`config.mk`:
```
export PLATFORM = sky130hd
export DESIGN_NAME = evt_counter_bank
export DESIGN_NICKNAME = d
export VERILOG_FILES = /design/src/rtl/evt_bank_pkg.sv /design/src/rtl/evt_count_slot.sv /design/src/rtl/evt_irq_unit.sv /design/src/rtl/evt_counter_bank.sv
export SDC_FILE = /design/constraint.sdc
export NUM_CORES = 2
export LEC_CHECK = 0
export BUFFER_PORTS_ARGS = -buffer_cell sky130_fd_sc_hd__buf_2
export CELL_PAD_IN_SITES_DETAIL_PLACEMENT = 0
export CELL_PAD_IN_SITES_GLOBAL_PLACEMENT = 1
export CORE_MARGIN = 3
export CORE_UTILIZATION = 40
export CTS_CLUSTER_SIZE = 12
export DETAILED_ROUTE_END_ITERATION = 6
export PLACE_DENSITY = 0.72
export SETUP_SLACK_MARGIN = 0.3
export SLEW_MARGIN = 20
export SYNTH_ARGS = -nofsm -noshare
export SYNTH_HDL_FRONTEND = slang
export SYNTH_SLANG_ARGS = --single-unit
```
`constraint.sdc`:
```
create_clock -name clk -period 4.26 [get_ports clk]
set_input_delay 0.213 -clock clk [delete_from_list [all_inputs] [get_ports clk]]
set_output_delay 0.213 -clock clk [all_outputs]
set_load 0.05 [all_outputs]
```
`src/rtl/evt_bank_pkg.sv`:
```
// Package: shared register addresses for the indexed event counter bank.
// Assumes a 4-bit word address on the register window.
package evt_bank_pkg;
    typedef enum logic [3:0] {
        A_SEL   = 4'd0,
        A_CTRL  = 4'd1,
        A_COND  = 4'd2,
        A_CNTL  = 4'd3,
        A_CNTH  = 4'd4,
        A_SNPL  = 4'd5,
        A_SNPH  = 4'd6,
        A_THRL  = 4'd7,
        A_THRH  = 4'd8,
        A_IEN   = 4'd9,
        A_IACT  = 4'd10,
        A_INFO  = 4'd11
    } reg_addr_e;

    localparam int WORD_W = 32;
endpackage

```
`src/rtl/evt_count_slot.sv`:
```
// One counter of the bank: condition selector, wide count, threshold.
// Assumes 32 < CNT_W <= 64. The strobes are already qualified by the index.
module evt_count_slot #(
    parameter int NUM_EV = 16,
    parameter int CNT_W  = 48,
    localparam int COND_W = $clog2(NUM_EV),
    localparam int HI_W   = CNT_W - 32
) (
    input  logic              clk,
    input  logic              rst_n,
    input  logic              run,
    input  logic [NUM_EV-1:0] ev,
    input  logic              wr_cond,
    input  logic              wr_lo,
    input  logic              wr_hi,
    input  logic              wr_tlo,
    input  logic              wr_thi,
    input  logic [31:0]       wdata,
    output logic [COND_W-1:0] cond_o,
    output logic [CNT_W-1:0]  cnt_o,
    output logic [CNT_W-1:0]  thr_o,
    output logic              hit_o
);
    logic             inc;
    logic             load;
    logic [CNT_W-1:0] cnt_plus;

    // Purpose: decide whether this counter steps this cycle.
    always_comb begin
        inc      = run && (cond_o != '0) && ev[cond_o];
        load     = wr_lo || wr_hi;
        cnt_plus = cnt_o + 1'b1;
        hit_o    = inc && !load && (cnt_plus == thr_o);
    end

    // Purpose: condition selector register.
    always_ff @(posedge clk) begin
        if (!rst_n)       cond_o <= '0;
        else if (wr_cond) cond_o <= wdata[COND_W-1:0];
    end

    // Purpose: count register; software writes override counting.
    always_ff @(posedge clk) begin
        if (!rst_n)      cnt_o <= '0;
        else if (wr_lo)  cnt_o[31:0] <= wdata;
        else if (wr_hi)  cnt_o[CNT_W-1:32] <= wdata[HI_W-1:0];
        else if (inc)    cnt_o <= cnt_plus;
    end

    // Purpose: interrupt threshold register, written in halves.
    always_ff @(posedge clk) begin
        if (!rst_n)      thr_o <= '0;
        else if (wr_tlo) thr_o[31:0] <= wdata;
        else if (wr_thi) thr_o[CNT_W-1:32] <= wdata[HI_W-1:0];
    end

    // an enabled, selected event adds exactly one
    p_step_one_r2: assert property (@(posedge clk) disable iff (!rst_n)
        (run && cond_o != '0 && ev[cond_o] && !wr_lo && !wr_hi) |=> (cnt_o == $past(cnt_o) + 1'b1));

    // condition zero never counts
    p_never_r3: assert property (@(posedge clk) disable iff (!rst_n)
        (cond_o == '0 && !wr_lo && !wr_hi) |=> $stable(cnt_o));

    // stopped bank holds
    p_stopped_r2: assert property (@(posedge clk) disable iff (!rst_n)
        (!run && !wr_lo && !wr_hi) |=> $stable(cnt_o));
endmodule

```
`src/rtl/evt_irq_unit.sv`:
```
// Interrupt enable and pending flags for the whole bank.
// Assumes each hit pulses for one cycle; a set wins over a same-cycle clear.
module evt_irq_unit #(
    parameter int NUM_CNT = 4
) (
    input  logic               clk,
    input  logic               rst_n,
    input  logic [NUM_CNT-1:0] hit,
    input  logic               wr_ien,
    input  logic               wr_iact,
    input  logic [NUM_CNT-1:0] wdata,
    output logic [NUM_CNT-1:0] ien_o,
    output logic [NUM_CNT-1:0] act_o,
    output logic               irq_o
);
    logic [NUM_CNT-1:0] clr_mask;

    // Purpose: write-one-to-clear mask from the pending register write.
    always_comb begin
        clr_mask = wr_iact ? wdata : '0;
        irq_o    = |(ien_o & act_o);
    end

    // Purpose: enable register; clearing a pending bit drops its enable.
    always_ff @(posedge clk) begin
        if (!rst_n)      ien_o <= '0;
        else if (wr_ien) ien_o <= wdata;
        else             ien_o <= ien_o & ~clr_mask;
    end

    // Purpose: pending flags, set by threshold hits and cleared by software.
    always_ff @(posedge clk) begin
        if (!rst_n) act_o <= '0;
        else        act_o <= (act_o & ~clr_mask) | hit;
    end

    // cleared bits drop both pending and enable
    p_clear_both_r9: assert property (@(posedge clk) disable iff (!rst_n)
        wr_iact |=> (((act_o | ien_o) & $past(wdata & ~hit)) == '0));

    // interrupt needs an enable
    p_irq_needs_en_r8: assert property (@(posedge clk) disable iff (!rst_n)
        irq_o |-> (ien_o != '0));

    // pending bits rise only on a hit
    p_set_on_hit_r7: assert property (@(posedge clk) disable iff (!rst_n)
        1'b1 |=> ((act_o & ~$past(act_o) & ~$past(hit)) == '0));
endmodule

```
`src/rtl/evt_counter_bank.sv`:
```
// Top of the indexed event counter bank: register decode, snapshot,
// read-back mux, and one evt_count_slot per counter.
// Assumes single-cycle register writes and a registered read port.
module evt_counter_bank #(
    parameter int NUM_CNT = 4,
    parameter int CNT_W   = 48,
    parameter int NUM_EV  = 16,
    parameter bit HAS_IRQ = 1'b1,
    localparam int IDX_W  = (NUM_CNT > 1) ? $clog2(NUM_CNT) : 1,
    localparam int COND_W = $clog2(NUM_EV),
    localparam int HI_W   = CNT_W - 32
) (
    input  logic              clk,
    input  logic              rst_n,
    input  logic [NUM_EV-1:0] ev_i,
    input  logic              wr_en,
    input  logic [3:0]        wr_addr,
    input  logic [31:0]       wr_data,
    input  logic              rd_en,
    input  logic [3:0]        rd_addr,
    output logic [31:0]       rd_data,
    output logic              irq_o
);
    import evt_bank_pkg::*;

    localparam logic [1:0] SIZE_CODE = 2'((CNT_W - 32) / 16);
    localparam logic [4:0] CNT_CODE  = 5'(NUM_CNT);

    logic [IDX_W-1:0]  sel_q;
    logic              run_q;
    logic              snap_q;
    logic [15:0]       ctrl_hi_q;
    logic [63:0]       snap_val_q;

    logic [COND_W-1:0] cond_a [NUM_CNT];
    logic [CNT_W-1:0]  cnt_a  [NUM_CNT];
    logic [CNT_W-1:0]  thr_a  [NUM_CNT];
    logic [NUM_CNT-1:0] hit_v;
    logic [NUM_CNT-1:0] ien_v;
    logic [NUM_CNT-1:0] act_v;
    logic              irq_raw;

    logic wr_ctrl, wr_sel;
    logic [31:0] info_word;

    // Purpose: decode the shared register writes.
    always_comb begin
        wr_sel    = wr_en && (wr_addr == A_SEL);
        wr_ctrl   = wr_en && (wr_addr == A_CTRL);
        info_word = {14'd0, SIZE_CODE, 3'd0, CNT_CODE, 6'd0, HAS_IRQ, 1'b1};
    end

    // Purpose: selector register.
    always_ff @(posedge clk) begin
        if (!rst_n)      sel_q <= '0;
        else if (wr_sel) sel_q <= wr_data[IDX_W-1:0];
    end

    // Purpose: control register, run bit and self-clearing snapshot bit.
    always_ff @(posedge clk) begin
        if (!rst_n) begin
            run_q     <= 1'b0;
            snap_q    <= 1'b0;
            ctrl_hi_q <= '0;
        end else if (wr_ctrl) begin
            run_q     <= wr_data[0];
            snap_q    <= wr_data[1];
            ctrl_hi_q <= wr_data[31:16];
        end else begin
            snap_q    <= 1'b0;
        end
    end

    // Purpose: snapshot copy of the selected counter.
    always_ff @(posedge clk) begin
        if (!rst_n)                      snap_val_q <= '0;
        else if (wr_ctrl && wr_data[1])  snap_val_q <= 64'(cnt_a[sel_q]);
    end

    // Purpose: one counter slot per index, strobes qualified by the selector.
    for (genvar g = 0; g < NUM_CNT; g++) begin : g_slot
        logic me;
        always_comb me = wr_en && (sel_q == IDX_W'(g));
        evt_count_slot #(.NUM_EV(NUM_EV), .CNT_W(CNT_W)) u_slot (
            .clk    (clk),
            .rst_n  (rst_n),
            .run    (run_q),
            .ev     (ev_i),
            .wr_cond(me && wr_addr == A_COND),
            .wr_lo  (me && wr_addr == A_CNTL),
            .wr_hi  (me && wr_addr == A_CNTH),
            .wr_tlo (me && wr_addr == A_THRL),
            .wr_thi (me && wr_addr == A_THRH),
            .wdata  (wr_data),
            .cond_o (cond_a[g]),
            .cnt_o  (cnt_a[g]),
            .thr_o  (thr_a[g]),
            .hit_o  (hit_v[g])
        );
    end

    evt_irq_unit #(.NUM_CNT(NUM_CNT)) u_irq (
        .clk    (clk),
        .rst_n  (rst_n),
        .hit    (hit_v),
        .wr_ien (wr_en && wr_addr == A_IEN),
        .wr_iact(wr_en && wr_addr == A_IACT),
        .wdata  (wr_data[NUM_CNT-1:0]),
        .ien_o  (ien_v),
        .act_o  (act_v),
        .irq_o  (irq_raw)
    );

    // Purpose: gate the interrupt line by the build-time support bit.
    always_comb irq_o = HAS_IRQ && irq_raw;

    // Purpose: registered read-back mux.
    always_ff @(posedge clk) begin
        if (!rst_n) begin
            rd_data <= '0;
        end else if (rd_en) begin
            case (rd_addr)
                A_SEL:   rd_data <= 32'(sel_q);
                A_CTRL:  rd_data <= {ctrl_hi_q, 14'd0, snap_q, run_q};
                A_COND:  rd_data <= 32'(cond_a[sel_q]);
                A_CNTL:  rd_data <= cnt_a[sel_q][31:0];
                A_CNTH:  rd_data <= 32'(cnt_a[sel_q][CNT_W-1:32]);
                A_SNPL:  rd_data <= snap_val_q[31:0];
                A_SNPH:  rd_data <= snap_val_q[63:32];
                A_THRL:  rd_data <= thr_a[sel_q][31:0];
                A_THRH:  rd_data <= 32'(thr_a[sel_q][CNT_W-1:32]);
                A_IEN:   rd_data <= 32'(ien_v);
                A_IACT:  rd_data <= 32'(act_v);
                A_INFO:  rd_data <= info_word;
                default: rd_data <= '0;
            endcase
        end
    end

    // snapshot bit clears itself after one cycle
    p_snap_self_clear_r5: assert property (@(posedge clk) disable iff (!rst_n)
        (snap_q && !(wr_ctrl && wr_data[1])) |=> !snap_q);

    // snapshot copy holds unless a new snapshot is taken
    p_snap_hold_r5: assert property (@(posedge clk) disable iff (!rst_n)
        !(wr_ctrl && wr_data[1]) |=> $stable(snap_val_q));

    // read data only changes after a read strobe
    p_rd_hold_r11: assert property (@(posedge clk) disable iff (!rst_n)
        !rd_en |=> $stable(rd_data));
endmodule

```
==> results.sh <==
export IMPL_antenna_found_initial=11
export IMPL_design_die_area_mm2=0.0837
export IMPL_avgViaCountPerCell=6.30
export IMPL_drive_gt1_share_pct=12.0
export IMPL_cp_end_kind="register"
export IMPL_slew_headroom_pct=20.5
export IMPL_criticalPathCategory="reg -> reg"
export IMPL_cp_arrival_ps=4220
export IMPL_synth_top_area_share_pct=31.7
export IMPL_syn_inst=4081
export IMPL_cts_max_path_buffers=3
export IMPL_first_iter_violations=4567
export IMPL_tns_ps=0
export IMPL_wl_mm=155
export IMPL_dr_wl_met2_mm=63.1
export IMPL_die_width_um=289
export IMPL_worstPathMaxFanout=9
export IMPL_dp_hpwl_mm=114
export IMPL_vias=32100
export IMPL_worstMarginPinSlew_ps=1190
export IMPL_synth_flop_cell="dfxtp_1"
export IMPL_cts_max_level=2
export IMPL_top_layer="met5"
export IMPL_yosysUniqueCellTypes=92
export IMPL_start_kind="register"
export IMPL_ys_seq_area_share_pct=31.7
export IMPL_fin_cells=5093
export IMPL_vdd_ir_drop_max_mv=0.265
export IMPL_p_sw_share_pct=25.3
export IMPL_grt_pass1_vias=28600
export IMPL_drc=0
export IMPL_routabilityCongestion=1.04
export IMPL_die_y_um=289
export IMPL_hp_class="in -> reg"
export IMPL_synthArstFlopShare_pct=0
export IMPL_fmax_mhz=273
export IMPL_internal_power_uw=8010
export IMPL_initial_core_util_pct=40.5
export IMPL_grtUsageTotal_pct=36.1
export IMPL_finalHoldViolCount=0
export IMPL_grt_max_degree=194
export IMPL_cts_root_buf="clkbuf_16"
export IMPL_rows=103
export IMPL_yosys_top_cells_area="dfxtp_1 32%, nand2_1 7.9%, mux4_2 7.4%"
export IMPL_numPortBuffers=91
export IMPL_netlist_area_mm2=0.0321
export IMPL_required_ps=4810
export IMPL_clk_latency_ps=650
export IMPL_combPwrFrac_pct=5.4
export IMPL_cts_sinks=508
export IMPL_area_delta_synth_final_pct=10.7
export IMPL_drv_cap=0
export IMPL_setup_slack_ps=591
export IMPL_final_antenna_net_count=0
export IMPL_post_cts_buffers=0
export IMPL_drt_pass1_iterations=6
export IMPL_outcome="finished, final reports clean"
export IMPL_skew_ps=30.0
export IMPL_pre_cts_ws_ps=633
export IMPL_period_minus_slack_ps=3670
export IMPL_synth_area_per_cell_um2=7.87
export IMPL_wl_per_cell_um=30.4
export IMPL_synth_fp_nets=4146
export IMPL_synth_edff_count=0
export IMPL_met1Wirelength_mm=65.9
export IMPL_wl_met3_mm=17.1
export IMPL_grt_pass1_wl_mm=217
export IMPL_dp_cells=4967
export IMPL_clockPowerShare_pct=49.8
export IMPL_rsz0062_at_grt="false"
export IMPL_ioPinCount=93
export IMPL_grt_overflow_total=0
export IMPL_core_area_mm2=0.0793
export IMPL_synth_top_area_cell="dfxtp_1"
export IMPL_min_period_over_period_pct=86.1
export IMPL_cts_tree="done"
export IMPL_setup_viol=0
export IMPL_drv_slew=0
export IMPL_ys_seq_elements=508
export IMPL_cts_resized=0
export IMPL_yosysWarnings=0
export IMPL_leakage_uw=0.0120
export IMPL_p_switching_uw=2710
export IMPL_synth_top_cells_by_count="678 x nand2_1, 508 x dfxtp_1, 408 x nor2_1"
export IMPL_p_seq_share_pct=44.8
export IMPL_yosysMostFrequentCell="nand2_1"
export IMPL_clk_pin_slew_ps=60
export IMPL_power_density_mw_per_mm2=301
export IMPL_cts_buffers=60
export IMPL_nets=4059
-- metrics by stage --
stage | cell area (um^2) | total power, uW | util, % | hold slack (ps)
finish | 35600 | 10700 | 44.9 | 71.5
global route | 35600 | 11000 | 44.9 | 49.9
CTS | 35600 | 10700 | 44.9 | 24.7
detailed placement | 33400 | 5450 | 42.2 | 446
global placement | 33400 | 5450 | 42.2 | 440
floorplan | 32100 | 5190 | - | 396
-- per-layer routing --
| layer | GRT usage (%) | vias up |
|---|---|---|
| met1 | 51.6 | 15700 |
| met3 | 7.73 | 292 |
| met2 | 51.2 | 1772 |
| met4 | 17.4 | 4 |
| li1 | - | 14300 |
| met5 | 0 | - |
-- power groups by stage --
stage	Combinational, uW	Clock, uW	Sequential (uW)
after global routing	592	5570	4800
final	577	5340	4800
after CTS	560	5380	4800
after detailed placement	547	0	4900
after global placement	549	0	4900
after floorplan	296	0	4890
-- final timing paths --
kind	from	endpoint	slack (ps)	cells after the start
setup / recovery	g_slot[1].u_slot.cnt_o[0]	u_irq.act_o[1]	590	10
hold / removal	wr_data[2]	g_slot[1].u_slot.thr_o[2]	70	3
setup reg to reg	g_slot[1].u_slot.cnt_o[0]	u_irq.act_o[1]	590	10
hold reg to reg	snap_val_q[35]	snap_val_q[35]	450	2
-- layout by cell type (no fill, tap or decap), drive strengths merged, types with 19 or more instances in the layout --
master,count
a211oi,128
a21oi,349
a22o,41
a22oi,46
and2,28
and3,56
and4,26
buf,215
clkbuf,91
dfxtp,508
inv,34
mux2i,79
mux4,107
nand2,678
nand3,162
nand4,112
nor2,408
nor2b,19
nor3,79
nor4,51
o21ai,97
o31ai,29
or3,19
xnor2,259
xor2,156
-- worst max-delay path: stages (launching register included) --
cell and delay [ps]:
dfxtp_1 590, ha_1 350, nand3_1 260, nor4_2 450, buf_4 250, and2_1 210
nand4b_1 290, a211oi_1 290, o2111ai_1 140, or4_1 550, o21ai_0 170
-- layout make-up --
| class | count | area, um^2 |
|---|---|---|
| multi-input combinational | 3160 | 20400 |
| timing repair buffer | 230 | 1570 |
| fill | 8133 | 43700 |
| sequential | 508 | 10200 |
| clock inverter | 19 | 231 |
| tap | 1050 | 1310 |
| inverter | 34 | 135 |
| antenna | 1 | 2.50 |
| clock buffer | 91 | 1750 |
-- repair_timing --
item,CTS,global route
hold buffers,15,0
endpoints found under the setup margin,0,0
hold endpoints to repair,112,0
-- sequential cells by signal (all words and copies together) (netlist names) --
signal / count
u_irq.ien_o: 4
rd_data: 32
snap_val_q: 48
g_slot.u_slot.cond_o: 16
ctrl_hi_q: 16
run_q: 1
sel_q: 2
snap_q: 1
u_irq.act_o: 4
g_slot.u_slot.thr_o: 192
g_slot.u_slot.cnt_o: 192
-- logic make-up (layout without fill, tap and decap cells) --
| kind of cell | count (synthesis) | in the layout | share of synthesized area, % |
|---|---|---|---|
| other cells | 0 | 1 | 0 |
| simple gates | 1713 | 1713 | 24.8 |
| xor+xnor | 415 | 415 | 11.3 |
| buf+inv | 413 | 374 | 5.20 |
| mux | 196 | 196 | 10.3 |
| compound gates | 831 | 831 | 16.5 |
| flops | 508 | 508 | 31.7 |
| fa+ha+maj | 5 | 5 | 0.195 |
No activity file was read; power rests on OpenSTA's default activity.
